--- src/rtl/cop_regs_pkg.sv ---
// Package: cop_regs_pkg
// Shared sizes, fixed register indices and the per-index write rule
// of the geometry coprocessor register file.
// Assumes a 64-entry file: the index constants below are fixed by the
// coprocessor's programming model and are not scaled by parameters.
package cop_regs_pkg;

    localparam int NUM_REGS  = 64;
    localparam int DATA_W    = 32;

    // Screen-coordinate FIFO entries, oldest to newest, and its push port
    localparam int FIFO_OLD  = 12;
    localparam int FIFO_MID  = 13;
    localparam int FIFO_NEW  = 14;
    localparam int FIFO_PUSH = 15;

    // Indices whose reads come from the external colour input
    localparam int COLOR_A   = 28;
    localparam int COLOR_B   = 29;

    // What a write at a given index does
    typedef enum logic [2:0] {
        WK_PLAIN = 3'd0,   // full word stored
        WK_SEXT  = 3'd1,   // low half, sign-extended
        WK_ZEXT  = 3'd2,   // low half, zero-extended
        WK_PUSH  = 3'd3,   // FIFO push
        WK_DROP  = 3'd4,   // read-only, write ignored
        WK_SIDE  = 3'd5    // full word stored, side-effect strobe
    } wkind_e;

    // Map an index to its write rule
    function automatic wkind_e classify(input int unsigned idx);
        wkind_e k;
        case (idx)
            1, 3, 5, 8, 9, 10, 11,
            36, 44, 52, 58, 59, 61, 62: k = WK_SEXT;
            7, 16, 17, 18, 19:          k = WK_ZEXT;
            15:                         k = WK_PUSH;
            29, 31:                     k = WK_DROP;
            28, 30, 63:                 k = WK_SIDE;
            default:                    k = WK_PLAIN;
        endcase
        return k;
    endfunction

    // True when a read of idx returns the external colour word
    function automatic logic reads_color(input int unsigned idx);
        return (idx == COLOR_A) || (idx == COLOR_B);
    endfunction

endpackage

--- src/rtl/cop_wr_decode.sv ---
// Module: cop_wr_decode
// Turns one write request into a one-hot store select, the data word
// shaped for the index's rule, a FIFO push request and a side-effect hit.
// Purely combinational. Assumes NREGS covers every index that
// cop_regs_pkg::classify names.
module cop_wr_decode
    import cop_regs_pkg::*;
#(
    parameter int NREGS = NUM_REGS,
    parameter int DW    = DATA_W,
    localparam int AW   = $clog2(NREGS),
    localparam int HALF = DW / 2
) (
    input  logic             wr_en,
    input  logic [AW-1:0]    wr_idx,
    input  logic [DW-1:0]    wr_data,
    output logic [NREGS-1:0] sel,
    output logic [DW-1:0]    store_data,
    output logic             push,
    output logic             side_hit
);

    wkind_e kind;

    // Look up the rule for the requested index
    always_comb kind = classify(32'(wr_idx));

    // Shape the data word the way the rule asks
    always_comb begin
        case (kind)
            WK_SEXT: store_data = {{(DW-HALF){wr_data[HALF-1]}}, wr_data[HALF-1:0]};
            WK_ZEXT: store_data = {{(DW-HALF){1'b0}}, wr_data[HALF-1:0]};
            default: store_data = wr_data;
        endcase
    end

    // Select the one entry that stores; pushes and ignored writes select none
    always_comb begin
        sel = '0;
        if (wr_en && (kind != WK_PUSH) && (kind != WK_DROP))
            sel[wr_idx] = 1'b1;
    end

    // Flag the FIFO push and the side-effect indices
    always_comb begin
        push     = wr_en && (kind == WK_PUSH);
        side_hit = wr_en && (kind == WK_SIDE);
    end

endmodule

--- src/rtl/cop_reg_array.sv ---
// Module: cop_reg_array
// The storage itself: NREGS words, each with its own update process.
// The three FIFO entries also shift when a push arrives. Synchronous
// active-low reset clears every word. Assumes the decoder never selects
// an entry in the same cycle as a push (push selects nothing).
module cop_reg_array
    import cop_regs_pkg::*;
#(
    parameter int NREGS = NUM_REGS,
    parameter int DW    = DATA_W
) (
    input  logic                      clk,
    input  logic                      rst_n,
    input  logic [NREGS-1:0]          sel,
    input  logic [DW-1:0]             store_data,
    input  logic                      push,
    output logic [NREGS-1:0][DW-1:0]  regs_q
);

    for (genvar i = 0; i < NREGS; i++) begin : g_ent
        logic [DW-1:0] q;

        if (i == FIFO_OLD) begin : g_old
            // Oldest FIFO entry: takes the middle entry on a push
            always_ff @(posedge clk) begin
                if (!rst_n)      q <= '0;
                else if (push)   q <= regs_q[FIFO_MID];
                else if (sel[i]) q <= store_data;
            end
        end else if (i == FIFO_MID) begin : g_mid
            // Middle FIFO entry: takes the newest entry on a push
            always_ff @(posedge clk) begin
                if (!rst_n)      q <= '0;
                else if (push)   q <= regs_q[FIFO_NEW];
                else if (sel[i]) q <= store_data;
            end
        end else if (i == FIFO_NEW) begin : g_new
            // Newest FIFO entry: takes the pushed word
            always_ff @(posedge clk) begin
                if (!rst_n)      q <= '0;
                else if (push)   q <= store_data;
                else if (sel[i]) q <= store_data;
            end
        end else begin : g_plain
            // Ordinary entry: stores the shaped word when selected
            always_ff @(posedge clk) begin
                if (!rst_n)      q <= '0;
                else if (sel[i]) q <= store_data;
            end
        end

        assign regs_q[i] = q;
    end

endmodule

--- src/rtl/cop_rd_mux.sv ---
// Module: cop_rd_mux
// Combinational read port. Applies the FIFO alias (the push index reads
// the newest entry) and the colour override. Assumes regs_q is the
// registered state, so a same-cycle write is not visible here.
module cop_rd_mux
    import cop_regs_pkg::*;
#(
    parameter int NREGS = NUM_REGS,
    parameter int DW    = DATA_W,
    localparam int AW   = $clog2(NREGS)
) (
    input  logic [NREGS-1:0][DW-1:0] regs_q,
    input  logic [AW-1:0]            rd_idx,
    input  logic [DW-1:0]            color_in,
    output logic [DW-1:0]            rd_data
);

    // Pick the word for the requested index
    always_comb begin
        if (reads_color(32'(rd_idx)))
            rd_data = color_in;
        else if (32'(rd_idx) == FIFO_PUSH)
            rd_data = regs_q[FIFO_NEW];
        else
            rd_data = regs_q[rd_idx];
    end

endmodule

--- src/rtl/cop_side_strobe.sv ---
// Module: cop_side_strobe
// Registers the side-effect hit into a one-cycle strobe with its index,
// aligned with the cycle in which the stored raw word becomes readable.
module cop_side_strobe #(
    parameter int AW = 6
) (
    input  logic          clk,
    input  logic          rst_n,
    input  logic          side_hit,
    input  logic [AW-1:0] wr_idx,
    output logic          fx_valid,
    output logic [AW-1:0] fx_idx
);

    // Capture the hit and its index for exactly one cycle
    always_ff @(posedge clk) begin
        if (!rst_n) begin
            fx_valid <= 1'b0;
            fx_idx   <= '0;
        end else begin
            fx_valid <= side_hit;
            fx_idx   <= side_hit ? wr_idx : '0;
        end
    end

endmodule

--- src/rtl/cop_regfile.sv ---
// Module: cop_regfile
// Top of the coprocessor register file: per-index write rules, a
// three-entry coordinate FIFO, a read alias and colour override, and a
// side-effect strobe for indices that outside logic post-processes.
// Assumes one write and one read per cycle; reads see pre-write state.
module cop_regfile
    import cop_regs_pkg::*;
#(
    parameter int NREGS = NUM_REGS,
    parameter int DW    = DATA_W,
    localparam int AW   = $clog2(NREGS)
) (
    input  logic          clk,
    input  logic          rst_n,
    input  logic          wr_en,
    input  logic [AW-1:0] wr_idx,
    input  logic [DW-1:0] wr_data,
    input  logic [AW-1:0] rd_idx,
    output logic [DW-1:0] rd_data,
    input  logic [DW-1:0] color_in,
    output logic          fx_valid,
    output logic [AW-1:0] fx_idx
);

    logic [NREGS-1:0]         sel;
    logic [DW-1:0]            store_data;
    logic                     push;
    logic                     side_hit;
    logic [NREGS-1:0][DW-1:0] regs_q;

    cop_wr_decode #(.NREGS(NREGS), .DW(DW)) u_dec (
        .wr_en      (wr_en),
        .wr_idx     (wr_idx),
        .wr_data    (wr_data),
        .sel        (sel),
        .store_data (store_data),
        .push       (push),
        .side_hit   (side_hit)
    );

    cop_reg_array #(.NREGS(NREGS), .DW(DW)) u_arr (
        .clk        (clk),
        .rst_n      (rst_n),
        .sel        (sel),
        .store_data (store_data),
        .push       (push),
        .regs_q     (regs_q)
    );

    cop_rd_mux #(.NREGS(NREGS), .DW(DW)) u_rd (
        .regs_q   (regs_q),
        .rd_idx   (rd_idx),
        .color_in (color_in),
        .rd_data  (rd_data)
    );

    cop_side_strobe #(.AW(AW)) u_fx (
        .clk      (clk),
        .rst_n    (rst_n),
        .side_hit (side_hit),
        .wr_idx   (wr_idx),
        .fx_valid (fx_valid),
        .fx_idx   (fx_idx)
    );

endmodule

--- config.mk ---
export PLATFORM = sky130hd
export DESIGN_NAME = cop_regfile
export DESIGN_NICKNAME = d
export VERILOG_FILES = /design/src/rtl/cop_regs_pkg.sv /design/src/rtl/cop_wr_decode.sv /design/src/rtl/cop_reg_array.sv /design/src/rtl/cop_rd_mux.sv /design/src/rtl/cop_side_strobe.sv /design/src/rtl/cop_regfile.sv
export SDC_FILE = /design/constraint.sdc
export NUM_CORES = 2
export LEC_CHECK = 0
export BUFFER_PORTS_ARGS = -buffer_cell sky130_fd_sc_hd__buf_2
export CORE_MARGIN = 3
export CORE_UTILIZATION = 39
export CTS_CLUSTER_DIAMETER = 50
export DETAILED_ROUTE_END_ITERATION = 8
export GPL_TIMING_DRIVEN = 0
export PLACE_DENSITY = 0.65
export SLEW_MARGIN = 20
export SYNTH_ARGS = -nofsm -noshare
export SYNTH_HDL_FRONTEND = slang
export SYNTH_SLANG_ARGS = --single-unit
--- constraint.sdc ---
create_clock -name clk -period 5 [get_ports clk]
set_input_delay 1.25 -clock clk [delete_from_list [all_inputs] [get_ports clk]]
set_output_delay 1.25 -clock clk [all_outputs]
set_load 0.005 [all_outputs]
### Word level (Yosys, flattened, before mapping)

Memories as Yosys holds them, arrays and structs flattened.
Index checks and enable logic that the tools add are counted.

| word-level totals | value |
|---|---|
| register bits after elaboration | 2055 |
| memory bits (read-only) | 192 |
| bits of input ports | 79 |
| word-level logic and storage cells | 103 |
| memories kept | 1 |

| operators by class | value |
|---|---|
| $lt $le $gt $ge | 3 |
| eq/ne operators | 9 |
| muxes and demuxes | 14 |
| reduce and logical (&&, ||, !) cells | 10 |

Memory list:

| memory | depth | bits a word | rd ports | clocked after Yosys merged registers in | wr ports | RTL line | source |
|---|---|---|---|---|---|---|---|
| (no name shown) | 64 | 3 | 1 | 0 | 0 | cop_regs_pkg.sv:34 | `case (idx)` |

Operators by type and width:

| kind | number |
|---|---|
| 32-bit two-way mux | 9 |
| 32-bit binary-select mux with 6-bit select | 1 |
| 64-bit two-way mux | 1 |
| 32-bit one-hot mux with 2 select lines | 1 |
| 6-bit by 7-bit < comparator with 1-bit output, second input constant | 2 |
| 6-bit by 5-bit == test with 1-bit output, second input constant | 2 |
| 1-bit demux with 6-bit select | 1 |
| 3-bit by 2-bit == test with 1-bit output, second input constant | 2 |
| 6-bit by 4-bit == test with 1-bit output, second input constant | 1 |
| 6-bit by 1-bit >= comparator with 1-bit output, second input constant | 1 |
| 2-bit nonzero test | 3 |
| 1-bit logical AND | 5 |
| 3-bit by 1-bit == test with 1-bit output, second input constant | 1 |
| 3-bit == test, second input constant | 1 |
| 3-bit by 2-bit != test with 1-bit output, second input constant | 1 |
| 3-bit != test, second input constant | 1 |
| 2-bit AND reduction | 1 |
| 1-bit logical OR | 1 |
| 1-bit two-way mux | 1 |

### Depth between registers and ports, before layout

| logic depth | value |
|---|---|
| word-level depth | 7 |
| mapped depth | 11 |
| depth with buffers taken out | 6 |

### By module

Synthesis repeated with hierarchy kept, for this count alone.

| second synthesis, totals | value |
|---|---|
| cell total of the unflattened synthesis | 8702 |
| area total of the unflattened synthesis | 92284.8 um^2 |

By module, submodules not included:

| module | times used | cells an instance | area an instance (um^2) | seq. area each (um^2) |
|---|---|---|---|---|
| cop_reg_array | 1 | 6972 | 73729.5 | 40999.3 |
| cop_rd_mux | 1 | 1546 | 17381.7 | 0.0 |
| cop_wr_decode | 1 | 170 | 988.4 | 0.0 |
| cop_side_strobe | 1 | 14 | 185.2 | 140.1 |

### Worst setup path after synthesis

Ideal clock, no wire load.

| path | value |
|---|---|
| path type | in2out |
| from | in rd_idx[0] |
| to | out rd_data[16] |
| data arrival time | 3.264 ns |
| data required time | 3.750 ns |
| setup slack | 0.486 ns |
| stages on the path | 8 |
| cell sequence | buf_2 > buf_2 > buf_1 > mux4_2 > a221oi_1 > o21ai_0 > a211oi_1 > nor2_1 |

| between the ends | value |
|---|---|
| word-level cells in the longest chain between the ends | 4 |
| elaborated cells between the ends (all ways) | 8 |
| classes of those cells | eq/ne: 3; mux: 4; reduce/logical: 1 |

Ends and longest elaborated chain:

| element | RTL line | source |
|---|---|---|
| from (decl) | cop_regfile.sv:18 | `input logic [AW-1:0] rd_idx,` |
| 32-bit binary-select mux with 6-bit select | cop_rd_mux.sv:25 | `rd_data = regs_q[rd_idx];` |
| 32-bit two-way mux (not written as such) | cop_rd_mux.sv:25 |  |
| 32-bit two-way mux | cop_rd_mux.sv:22 | `else if (32'(rd_idx) == FIFO_PUSH)` |
| 32-bit two-way mux * | cop_rd_mux.sv:20 | `if (reads_color(32'(rd_idx)))` |
| to (decl) | cop_regfile.sv:19 | `output logic [DW-1:0] rd_data,` |

Every way passes the cells marked *; elsewhere a longest branch is shown, timed or not. The select of a mux whose other input is x is not followed.

### Worst setup path in the final report

| path | value |
|---|---|
| from | in rd_idx[1] |
| to | out rd_data[31] |

Same word-level chain as after synthesis.

==> out/metrics.cfg <==
[status]
status=finished with violations
violations=design-rule violations, negative setup slack

[place]
io_buffers=93
dp_cells=12300
dp_hpwl_um=286000
gp_congestion=1.09

[drt]
drc=3
wirelength_um=388000
routed_via_density=6.14
postRouteAntennaNets=0
wl_per_cell_um=30.3
drt_first_pass_iters=9
initialDrtViolationCount=12000
vias=78500

[cts]
postCtsHoldBufs=0
clockRootBuffer=clkbuf_16
htreeDepth=4
cts_buffers=224
insertion_delay_ps=910
path_clk_slew_ps=60
cts.path.max_buffers=3
cts_tree=done
cts_sinks=2055

[worst_setup_path]
worstSetupEndpointType=output port
reg2reg_slack_ps=3950
worstPathRequired_ps=3750
rr_worst_depth=2
cp-start-kind=primary input
cp_slowest_stage_delay_ps=720
cp.arrival_ps=4070
cpMostUsedCell=buf_12
r2r-start=u_arr.g_ent[14].q[4]
worstSetupPathType=in2out
cp_slowest_cell=a211oi_4
rr_endpoint=u_arr.g_ent[13].q[4]
path_max_fanout=10
path_cells=buf_12 > buf_12 > clkbuf_16 > buf_8 > mux4_2 > mux2i_2 > o211ai_1 > a211oi_4 > nor2_1 > buf_2

[synth]
synth_area_sq_um=84900
async_reset_ff_share_pct=0
synthAdderAreaFrac_pct=0
synth-edff-count=0
synth_area_per_cell_sq_um=9.10
synth_top_family_by_area=simple AND/OR/NAND/NOR gates
ys_types=52
syn_inst=9331
synth-xor-area-share_pct=0.0206
synthMuxAreaShare_pct=15.5
ys_seq_area_share_pct=48.5
ys_seq_elements=2055
syn_nets=9410
synth_simple_gate_area_share_pct=16.2
synth_compound_area_share_pct=15.4
yosys_warnings=0
synthFlopType=dfxtp_1

[flow_run]
drv_cap=0

[layout]
final_common_cell=dfxtp_1
fin_cells=12800
area_delta_synth_final_pct=18.2
layout-drive-gt1-share_pct=15.0
final_nets=9786
mostFrequentLayoutCells=dfxtp_1, nand2_1, nor2_1, a21oi_1, clkbuf_1

[hold_path]
hp-class=reg2reg
worstHoldStart=u_arr.g_ent[62].q[0]
min_to=u_arr.g_ent[62].q[0]
holdPathStages=2

[sta]
hold_viol=0
relSlewSlack_pct=11.6
setup_viol=32
setup_ws_ps=-316
worst_pin_slew_ps=1330
timing.fmax_mhz=188
finalMaxSlewViolations=0
fin_crit_sh_pct=106
period_minus_slack_ps=5320
fin_skew_ps=17.8
fin_tns_setup_ps=-7190
rsz0062_at_grt=yes

[die]
ios=118
fp-row-count=170
die_w_um=473
fp.dieArea_sq_um=223000
die_h_um=473
start_util_pct=39.4
core-area_sq_um=215000

[grt]
grtUsageTotal_pct=33.3
grt-ovfl-total=0
grt_pass1_wl_um=534000
grt_max_degree=17
grt_pass1_vias=72800
antenna_found_initial=37

[pwr]
p_leak_nw=33.3
ir_drop_uv=311
power_density_nw_per_um2=369

synth_stat cells, types with 2 or more instances:
cell,instances,area share [%]
a2111oi_0,5,0.052
a211oi_1,648,5.7
a21oi_1,1040,6.1
a221oi_1,33,0.34
a222oi_1,16,0.19
a22oi_1,95,0.84
and2_1,102,0.75
and3_1,82,0.60
buf_1,93,0.41
buf_2,131,0.77
buf_4,2,0.018
buf_6,9,0.12
clkbuf_1,714,3.2
dfxtp_1,2055,48
inv_1,2,0.0088
mux2i_1,305,3.6
mux4_2,448,12
nand2_1,1979,8.7
nand2b_1,7,0.052
nand3_1,39,0.23
nand4_1,3,0.022
nor2_1,1227,5.4
nor2_2,2,0.015
nor2b_1,8,0.059
nor3_1,2,0.012
nor3b_1,17,0.15
o211ai_1,63,0.56
o21ai_0,103,0.61
o22ai_1,66,0.49
o31ai_4,13,0.33
state kept, by name, indices dropped and copies added (netlist names):
register and cells:
u_arr.g_ent.q 2048, u_fx.fx_idx 6, u_fx.fx_valid 1
how the worst max path moves through the flow:
stage,cells past startpoint,slack (ps),start,to
3_5_place_dp,10,-2630,rd_idx[2],rd_data[27]
6_report,10,-320,rd_idx[1],rd_data[31]
2_1_floorplan,8,490,rd_idx[0],rd_data[16]
4_1_cts,11,-120,rd_idx[1],rd_data[11]
5_1_grt,11,-210,rd_idx[1],rd_data[10]
3_3_place_gp,10,-3490,rd_idx[1],rd_data[30]
report_power, final:
part | internal (mW) | switching [mW] | leakage [nW]
sequential | 16.5 | 0.0564 | 16.6
combinational | 0.770 | 2.46 | 13.0
clock | 9.85 | 7.43 | 3.76
area by class of cell:
| cell class | count | area [sq um] |
|---|---|---|
| tap | 2838 | 3550 |
| buffer | 945 | 5010 |
| timing repair buffer | 155 | 1360 |
| sequential | 2055 | 41100 |
| clock inverter | 111 | 1300 |
| inverter | 4 | 15.0 |
| antenna | 45 | 113 |
| fill | 19900 | 115000 |
| multi-input combinational | 6322 | 41500 |
| clock buffer | 304 | 6380 |
worst max-delay path, delay by kind of cell:
kind / cells / cell delay [ps]
simple gates: 1 / 100
buf+inv: 5 / 890
compound gates: 2 / 1110
mux: 2 / 630
kinds of logic after synthesis:
logic type	count (synthesis)
AND/OR/NAND/NOR	3477
AO/OA/AOI/OAI	2090
flip-flops	2055
buffers and inverters	954
multiplexers	753
XOR/XNOR	2
per-layer routing:
| layer | routed length [um] | vias up | GRT usage [%] |
|---|---|---|---|
| li1 | - | 33300 | - |
| met2 | 157000 | 5695 | 46.4 |
| met4 | 33100 | 14 | 25.0 |
| met3 | 55600 | 1297 | 13.5 |
| met1 | 141000 | 38200 | 41.1 |
| met5 | 219 | - | 0.260 |
stage by stage:
stage	instance area, sq um	hold slack, ps	setup WS [ps]	utilization [%]	total power, mW
global placement	88900	436	-3490	41.3	19.6
detailed placement	89500	439	-2630	41.5	19.6
floorplan	84900	424	486	-	18.2
finish	100000	453	-316	46.6	37.0
CTS	99800	451	-118	46.3	36.7
global route	100000	468	-212	46.5	37.6
repair_timing:
item                       4_1_cts  5_1_grt
gates cloned                     4        4
setup endpoints to repair       32       32
pin swaps                       80       39
gates resized for setup        639       71
setup buffers                   18       13
hold endpoints to repair         0        0
(Power assumes the default switching activity.)
